`src/rtl/pir_pkg.sv`:
```
package pir_pkg;
   typedef enum logic [1:0] {
      ACT_IDLE   = 2'd0,
      ACT_GRANT  = 2'd1,
      ACT_RETURN = 2'd2
   } pir_act_e;
endpackage

```
`src/rtl/pir_arbiter.sv`:
```
module pir_arbiter #(
   parameter int NUM_DEV = 4,
   parameter int PRIO_W  = 3,
   localparam int IDX_W  = $clog2(NUM_DEV)
) (
   input  logic [NUM_DEV-1:0]        req,
   input  logic [NUM_DEV*PRIO_W-1:0] lvl_flat,
   output logic                      win_any,
   output logic [IDX_W-1:0]          win_idx,
   output logic [PRIO_W-1:0]         win_lvl
);
   logic [PRIO_W-1:0] lvl [NUM_DEV];

   for (genvar g = 0; g < NUM_DEV; g++) begin : g_unpack
      assign lvl[g] = lvl_flat[g*PRIO_W +: PRIO_W];
   end

   // scan upward; strictly-greater keeps the lower index on ties
   always_comb begin
      win_any = 1'b0;
      win_idx = '0;
      win_lvl = '0;
      for (int i = 0; i < NUM_DEV; i++) begin
         if (req[i] && (!win_any || lvl[i] > win_lvl)) begin
            win_any = 1'b1;
            win_idx = IDX_W'(i);
            win_lvl = lvl[i];
         end
      end
   end

   // the reported winner is itself requesting and nothing beats it
   always_comb begin
      if (win_any) begin
         a_r2_winner_requests : assert (req[win_idx]);
      end else begin
         a_r2_idle_no_req : assert (req == '0);
      end
   end
endmodule

```
`src/rtl/pir_level_stack.sv`:
```
module pir_level_stack #(
   parameter int PRIO_W = 3,
   parameter int DEPTH  = 8,
   localparam int CNT_W = $clog2(DEPTH + 1),
   localparam int IDX_W = $clog2(DEPTH)
) (
   input  logic              clk,
   input  logic              rst_n,
   input  logic              push,
   input  logic              pop,
   input  logic [PRIO_W-1:0] din,
   output logic [PRIO_W-1:0] top,
   output logic              empty
);
   logic [PRIO_W-1:0] mem [DEPTH];
   logic [CNT_W-1:0]  cnt;
   logic              full;

   assign empty = (cnt == '0);
   assign full  = (cnt == CNT_W'(DEPTH));
   assign top   = mem[IDX_W'(cnt - 1'b1)];

   always_ff @(posedge clk or negedge rst_n) begin
      if (!rst_n) begin
         cnt <= '0;
         for (int i = 0; i < DEPTH; i++) mem[i] <= '0;
      end else if (push) begin
         mem[IDX_W'(cnt)] <= din;
         cnt <= cnt + 1'b1;
      end else if (pop) begin
         cnt <= cnt - 1'b1;
      end
   end

   // levels only ever rise on push, so depth never exceeds the level count
   a_r6_no_overflow : assert property (@(posedge clk) disable iff (!rst_n)
      push |-> !full);
   // the control never pops an empty store
   a_r7_pop_guarded : assert property (@(posedge clk) disable iff (!rst_n)
      pop |-> !empty);
endmodule

```
`src/rtl/pir_unit.sv`:
```
module pir_unit #(
   parameter int NUM_DEV  = 4,
   parameter int PRIO_W   = 3,
   parameter int VEC_W    = 8,
   parameter int VEC_BASE = 32,
   localparam int IDX_W   = $clog2(NUM_DEV),
   localparam int DEPTH   = 1 << PRIO_W
) (
   input  logic                      clk,
   input  logic                      rst_n,
   input  logic [NUM_DEV-1:0]        dev_ready,
   input  logic [NUM_DEV-1:0]        dev_ien,
   input  logic [NUM_DEV*PRIO_W-1:0] dev_level,
   input  logic                      fetch_bound,
   input  logic                      irq_return,
   output logic                      take_irq,
   output logic [VEC_W-1:0]          irq_vector,
   output logic [PRIO_W-1:0]         run_level
);
   import pir_pkg::*;

   if (NUM_DEV < 2) begin : g_bad_ndev
      $error("pir_unit: NUM_DEV must be at least 2");
   end
   if (PRIO_W < 1 || PRIO_W > 6) begin : g_bad_prio
      $error("pir_unit: PRIO_W out of range");
   end
   if (VEC_BASE + NUM_DEV > (1 << VEC_W)) begin : g_bad_vec
      $error("pir_unit: vectors do not fit in VEC_W bits");
   end

   logic [NUM_DEV-1:0] req;
   logic               win_any;
   logic [IDX_W-1:0]   win_idx;
   logic [PRIO_W-1:0]  win_lvl;
   logic [PRIO_W-1:0]  saved_lvl;
   logic               stk_empty;
   pir_act_e           act;

   assign req = dev_ready & dev_ien;

   pir_arbiter #(.NUM_DEV(NUM_DEV), .PRIO_W(PRIO_W)) u_arb (
      .req      (req),
      .lvl_flat (dev_level),
      .win_any  (win_any),
      .win_idx  (win_idx),
      .win_lvl  (win_lvl)
   );

   pir_level_stack #(.PRIO_W(PRIO_W), .DEPTH(DEPTH)) u_stk (
      .clk   (clk),
      .rst_n (rst_n),
      .push  (act == ACT_GRANT),
      .pop   (act == ACT_RETURN),
      .din   (run_level),
      .top   (saved_lvl),
      .empty (stk_empty)
   );

   always_comb begin
      act = ACT_IDLE;
      if (irq_return) begin
         if (!stk_empty) act = ACT_RETURN;
      end else if (fetch_bound && win_any && (win_lvl > run_level)) begin
         act = ACT_GRANT;
      end
   end

   always_ff @(posedge clk or negedge rst_n) begin
      if (!rst_n) begin
         take_irq   <= 1'b0;
         irq_vector <= '0;
         run_level  <= '0;
      end else begin
         take_irq <= (act == ACT_GRANT);
         if (act == ACT_GRANT) begin
            run_level  <= win_lvl;
            irq_vector <= VEC_W'(VEC_BASE) + VEC_W'(win_idx);
         end else if (act == ACT_RETURN) begin
            run_level <= saved_lvl;
         end
      end
   end

   // a grant pulse follows a sampled fetch boundary
   a_r3_only_at_fetch : assert property (@(posedge clk) disable iff (!rst_n)
      take_irq |-> $past(fetch_bound) && !$past(irq_return));
   // every grant strictly raises the running level
   a_r4_strict_raise : assert property (@(posedge clk) disable iff (!rst_n)
      take_irq |-> run_level > $past(run_level));
   // an honoured return lowers the level
   a_r6_return_lowers : assert property (@(posedge clk) disable iff (!rst_n)
      (irq_return && !stk_empty) |=> run_level < $past(run_level));
   // a return with nothing outstanding leaves the level alone and grants nothing
   a_r7_empty_return : assert property (@(posedge clk) disable iff (!rst_n)
      (irq_return && stk_empty) |=> $stable(run_level) && !take_irq);
endmodule

```
`config.mk`:
```
export PLATFORM = sky130hd
export DESIGN_NAME = pir_unit
export DESIGN_NICKNAME = d
export VERILOG_FILES = /design/src/rtl/pir_pkg.sv /design/src/rtl/pir_arbiter.sv /design/src/rtl/pir_level_stack.sv /design/src/rtl/pir_unit.sv
export SDC_FILE = /design/constraint.sdc
export NUM_CORES = 1
export LEC_CHECK = 0
export CORE_UTILIZATION = 53
export DETAILED_ROUTE_END_ITERATION = 6
export PLACE_DENSITY = 0.79
export SLEW_MARGIN = 20
export SYNTH_ARGS = -nofsm -noshare
export SYNTH_HDL_FRONTEND = slang
export SYNTH_SLANG_ARGS = --single-unit
export TNS_END_PERCENT = 1
```
`constraint.sdc`:
```
create_clock -name clk -period 5.27 [get_ports clk]
set_input_delay 1.054 -clock clk [delete_from_list [all_inputs] [get_ports clk]]
set_output_delay 1.054 -clock clk [all_outputs]
set_load 0.01 [all_outputs]
```
== After elaboration in Yosys (flattened, before gate mapping) ==
Cells that the tools add are included.
Operators by class
  add/subtract/negate cells: 3
  order comparisons: 7
  equality and inequality tests: 2
  mux-type cells: 24
  bitwise gates (word level): 3
  reduce and logical (&&, ||, !) cells: 14
Operators by type and width (number)
  two-way mux 3 bit: 9
  bitwise mux 24 bit: 1
  > comparator 3 bit: 4
  binary-select mux 3 bit (select 3 bit): 1
  demux 3 bit (select 3 bit): 1
  >= comparator 4 bit, second input constant: 2
  two-way mux 2 bit: 4
  two-way mux 4 bit: 2
  NOT 3 -> 4 bit: 2
  adder 6 x 2 -> 7 bit, first input constant: 1
  logical AND 1 bit: 6
  two-way mux 1 bit: 6
  adder 4 x 1 -> 4 bit, second input constant: 1
  AND 4 bit: 1
  zero test 4 bit: 1
  < comparator 4 x 1 -> 1 bit, second input constant: 1
  subtractor 4 x 1 -> 4 bit, second input constant: 1
  zero test 1 bit: 3
  logical OR 1 bit: 3
  equality test 2 x 1 -> 1 bit, second input constant: 1
  equality test 2 bit, second input constant: 1
  nonzero test 2 bit: 1
Word-level totals
  flip-flop bits (word level): 40
  bits of input ports: 24
  output and inout port bits: 12
  word-level logic and storage cells: 65

== Logic depth before layout (Yosys ltp) ==
  depth in word-level cells: 21
  gate-level depth with buffers: 27
  gate-level depth less buffers: 25

== Hierarchy ==
From an unflattened synthesis, not the netlist that was laid out.
Unflattened totals
  cells, all modules: 191
  area, all modules: 2234.6 µm²
By module, submodules not included
  pir_level_stack: instances 1, cells each 93, area an instance 1382.6 µm², sequential area each 700.7 µm²
  pir_unit: instances 1, cells each 43, area an instance 434.2 µm², sequential area each 175.2 µm²
  pir_arbiter: instances 1, cells each 55, area an instance 417.9 µm², sequential area each 0.0 µm²

== Worst setup path before layout ==
OpenSTA, ideal clock, no wires.
  path kind: input port to flip-flop
  start: input dev_ready[0]
  end: register u_stk.mem[15] in the netlist's numbering
  library setup time: 0.125 ns
  arrival time: 5.868 ns
  data required time: 5.145 ns
  setup slack: -0.723 ns
  cell stages on the path: 24
  path buffers: 2
  path through: and3_1 > ha_1 > and3b_1 > o21ai_1 > a31oi_2 > a22oi_1 > ha_1 > nand3b_1 > a32o_1 > a21oi_1 > a221oi_1 > or2_2 > ha_1 > a21oi_1 > a32oi_1 > o21ba_2 > buf_2 > o31a_1 > ha_1 > a311oi_2 > o211ai_4 > buf_6 > nor4_4 > mux2_2
Between the ends
  word-level cells in the longest chain between the ends: 19
  elaborated cells on any way between the ends: 27
  classes of those cells: order compare (4); eq/ne (1); mux (10); bitwise (1); reduce/logical (11)
RTL lines
  start: declaration: RTL line pir_unit.sv:11  | input logic [NUM_DEV-1:0] dev_ready,
  AND 4 bit *: RTL line pir_unit.sv:40  | assign req = dev_ready & dev_ien;
  two-way mux 3 bit or two-way mux 1 bit (tied branches): RTL line pir_arbiter.sv:24  | if (req[i] && (!win_any || lvl[i] > win_lvl)) begin
  > comparator 3 bit or zero test 1 bit (tied branches): RTL line pir_arbiter.sv:24
  logical OR 1 bit: RTL line pir_arbiter.sv:24
  logical AND 1 bit: RTL line pir_arbiter.sv:24
  two-way mux 3 bit or two-way mux 1 bit (tied branches): RTL line pir_arbiter.sv:24
  > comparator 3 bit or zero test 1 bit (tied branches): RTL line pir_arbiter.sv:24
  logical OR 1 bit: RTL line pir_arbiter.sv:24
  [... 3 more ...]
  logical OR 1 bit: RTL line pir_arbiter.sv:24
  logical AND 1 bit: RTL line pir_arbiter.sv:24
  two-way mux 3 bit or two-way mux 1 bit (tied branches): RTL line pir_arbiter.sv:24
  > comparator 3 bit or logical AND 1 bit (tied branches): RTL line pir_unit.sv:64  | end else if (fetch_bound && win_any && (win_lvl > run_level)) begin
  logical AND 1 bit *: RTL line pir_unit.sv:64
  two-way mux 1 bit *: RTL line pir_unit.sv:64
  two-way mux 2 bit *: RTL line pir_unit.sv:62  | if (irq_return) begin
  equality test 2 x 1 -> 1 bit *: RTL line pir_unit.sv:53  | .push (act == ACT_GRANT),
  end signal: indexed assignment: RTL line pir_level_stack.sv:28  | mem[IDX_W'(cnt)] <= din;
  end: declaration: RTL line pir_level_stack.sv:15  | logic [PRIO_W-1:0] mem [DEPTH];
Mark *: on every way between the ends. The rest lies on a longest branch, timed or not.
A chain may end at the register's enable or synchronous reset.

== Worst setup path in the final report ==
  start: input dev_ien[0]
  end: register u_stk.mem[22] in the netlist's numbering
Between the ends
  word-level cells in the longest chain between the ends: 19
  elaborated cells on any way between the ends: 27
  classes of those cells: order compare (4); eq/ne (1); mux (10); bitwise (1); reduce/logical (11)
RTL lines
  start: declaration: RTL line pir_unit.sv:12  | input logic [NUM_DEV-1:0] dev_ien,
  AND 4 bit *: RTL line pir_unit.sv:40
  two-way mux 3 bit or two-way mux 1 bit (tied branches): RTL line pir_arbiter.sv:24
  > comparator 3 bit or zero test 1 bit (tied branches): RTL line pir_arbiter.sv:24
  logical OR 1 bit: RTL line pir_arbiter.sv:24
  logical AND 1 bit: RTL line pir_arbiter.sv:24
  two-way mux 3 bit or two-way mux 1 bit (tied branches): RTL line pir_arbiter.sv:24
  > comparator 3 bit or zero test 1 bit (tied branches): RTL line pir_arbiter.sv:24
  logical OR 1 bit: RTL line pir_arbiter.sv:24
  [... 3 more ...]
  logical OR 1 bit: RTL line pir_arbiter.sv:24
  logical AND 1 bit: RTL line pir_arbiter.sv:24
  two-way mux 3 bit or two-way mux 1 bit (tied branches): RTL line pir_arbiter.sv:24
  > comparator 3 bit or logical AND 1 bit (tied branches): RTL line pir_unit.sv:64
  logical AND 1 bit *: RTL line pir_unit.sv:64
  two-way mux 1 bit *: RTL line pir_unit.sv:64
  two-way mux 2 bit *: RTL line pir_unit.sv:62
  equality test 2 x 1 -> 1 bit *: RTL line pir_unit.sv:53
Marks and branches as above.

==> reports/metrics.yaml <==
yosysUniqueCellTypes: 59
cts_root_buf: "clkbuf_8"
crit_family: "compound AO/OA/AOI/OAI gates"
rows: 23
r2r_cells: 7
synthSimpleGateAreaFrac_pct: 12.4
via_count: 1977
crit_type: "in2reg"
num_antenna_cells: 0
place_congestion: 0.880
placed_cell_area_um2: 2830
first_pass_iters: 4
hold_violations: 0
die_w_um: 68.2
critPathMaxFanout: 7
yosysMostFrequentCell: "dfrtp_1"
maxSlewHeadroom_pct: 48.4
synth_seq_area_share_pct: 37.7
drt-total-wl_mm: 6.71
slew_viol_final: 0
synth_xor_area_share_pct: 1.51
cts_tree: "yes"
io-pin-count: 36
grt_pass1_wl_mm: 9.90
fmax_mhz: 171
cpMostUsedCell: "ha_4"
htree_levels: 2
synth_flop_cell: "dfrtp_1"
first_iter_violations: 170
clkSinkCount: 35
cp-end-kind: "flip-flop"
grtUsageTotal_pct: 30.5
synth_top_area_share_pct: 37.7
avgSynthCellArea_um2: 11.9
synth_top_family_by_area: "multiplexers"
cp.required_ns: 5.45
worstHoldPathCells: 1
layout-drive-gt1-share_pct: 49.0
cp-start-kind: "input pin"
synth_compound_area_share_pct: 15.3
cp.depth: 26
yosys-top-cells-count: "35 x dfrtp_1, 14 x ha_1, 13 x mux2_2, 10 x nor2_1"
syn_area_um2: 2320
clk_pin_slew_ns: 0.07
syn_to_final_growth_pct: 44.3
synth_area_leaders: "dfrtp_1 38%, ha_1 7.5%, mux2_2 6.3%, mux4_2 5.8%, mux2_1 3.9%"
netlist_instances: 196
rsz0062_at_grt: "true"
overflow: 0
crit_buf_inv: 3
ant_nets: 0
fill_cells: 224
peakVddDrop_mv: 0.305
drc: 0
fin_ws_ns: -0.593
cap_viol_max_count: 0
violations: "negative setup slack"
cts_buffers: 5
finalCritPeriodShare_pct: 111
cp.arrival_ns: 6.05
setup_viol: 35
ys_seq_elements: 35
clock_path_buffers: 2
clk_latency_ns: 0.29
dpl.hpwl_mm: 3.94
io_buffers: 30
ctsHoldBuffers: 0
yosys.area_share.adder_pct: 7.54
yosysTopAreaCell: "dfrtp_1"
startpoint: "dev_ien[0]"
worst_pin_slew_ns: 0.774
powerDensity_nw_per_um2: 391
synth_edf_count: 0
routed_via_density: 6.36
core_area_um2: 4120
start_util_pct: 56.5
min_from: "irq_vector[5]"
finalPower_mw: 1.31
final_area_um2: 3350
grt_pass1_vias: 1956
die-area_um2: 4650
r2r-start: "u_stk.cnt[0]"
critPathMaxStageDelay_ns: 0.33
fin_skew_ns: 0.00897
yosys_warnings: 0
post_drt_wl_per_cell_um: 21.6
nets: 298
p_leak_nw: 1.45
status: "finished, violations left"
setup_tns_ns: -14.72
synthMuxAreaShare_pct: 19.2
critPathSlowestCell: "nor4_4"
async_flop_share_pct: 100
die_h_um: 68.2
fin_crit_ns: 5.86
hold_class: "reg2reg"
place_ws_ns: -1.44
grt_max_degree: 36
antenna_found_initial: 0
## repair_timing
action	CTS	global route
gates resized for setup	76	22
buffers inserted	6	3
hold endpoints to repair	0	0
endpoints found under the setup margin	35	35
pin swaps	29	29
## path summary, 6_finish.rpt
path,to,slack [ns]
min in group asynchronous,u_stk.mem[9],1.16
max,u_stk.mem[22],-0.59
min,irq_vector[5],0.48
max reg2reg,run_level[2],2.36
max in group asynchronous,u_stk.mem[14],3.81
min reg2reg,irq_vector[5],0.48
## area by class of cell
class | count | area (um^2) | area share [%]
Clock buffer | 7 | 96.3 | 2.87
Clock inverter | 1 | 7.51 | 0.224
Inverter | 10 | 40.0 | 1.19
Multi-Input combinational cell | 140 | 1650 | 49.3
Sequential cell | 35 | 876 | 26.1
Tap cell | 50 | 62.6 | 1.87
Timing Repair Buffer | 68 | 618 | 18.4
## per-stage QoR
| stage | std cells | hold slack (ns) | util, % |
|---|---|---|---|
| 4_1_cts | 308 | 0.477 | 78.0 |
| 2_1_floorplan | 200 | 0.452 | - |
| 3_5_place_dp | 294 | 0.460 | 68.9 |
| 3_3_place_gp | 294 | 0.448 | 68.9 |
| 6_report | 311 | 0.480 | 81.5 |
| 5_1_grt | 311 | 0.504 | 81.5 |
## state kept, by name, indices dropped and copies added, names as in the netlist
name	flops
u_stk.mem	24
u_stk.cnt	4
irq_vector	3
run_level	3
take_irq	1
## power breakdown
part	total, mW	switching, mW	internal [mW]
combinational	0.596	0.274	0.322
sequential	0.497	0.148	0.350
clock	0.219	0.0999	0.119
## layer usage
| metal | vias up | GRT usage (%) | part of all wire, % |
|---|---|---|---|
| li1 | 865 | - | - |
| met1 | 990 | 36.5 | 41 |
| met2 | 96 | 50.5 | 50 |
| met3 | 26 | 10.2 | 6.5 |
| met4 | 0 | 11.5 | 2.8 |
| met5 | - | 0 | 0 |
## kinds of logic after synthesis
| family | count (synthesis) |
|---|---|
| mux | 33 |
| compound gates | 41 |
| buf+inv | 25 |
| xor+xnor | 4 |
| simple gates | 43 |
| other cells | 1 |
| fa+ha+maj | 14 |
| flops | 35 |
## cells in the final DEF (no fill, tap or decap), types with 6 or more instances in the layout
master	instances
clkbuf_8	7
nand2_1	7
mux2_2	10
clkdlybuf4s50_1	22
dfrtp_1	35
inv_1	8
mux2_4	9
mux4_2	6
buf_6	6
nor2_1	8
ha_4	9
buf_4	34
Note: power is estimated with default switching activity, not from simulation.
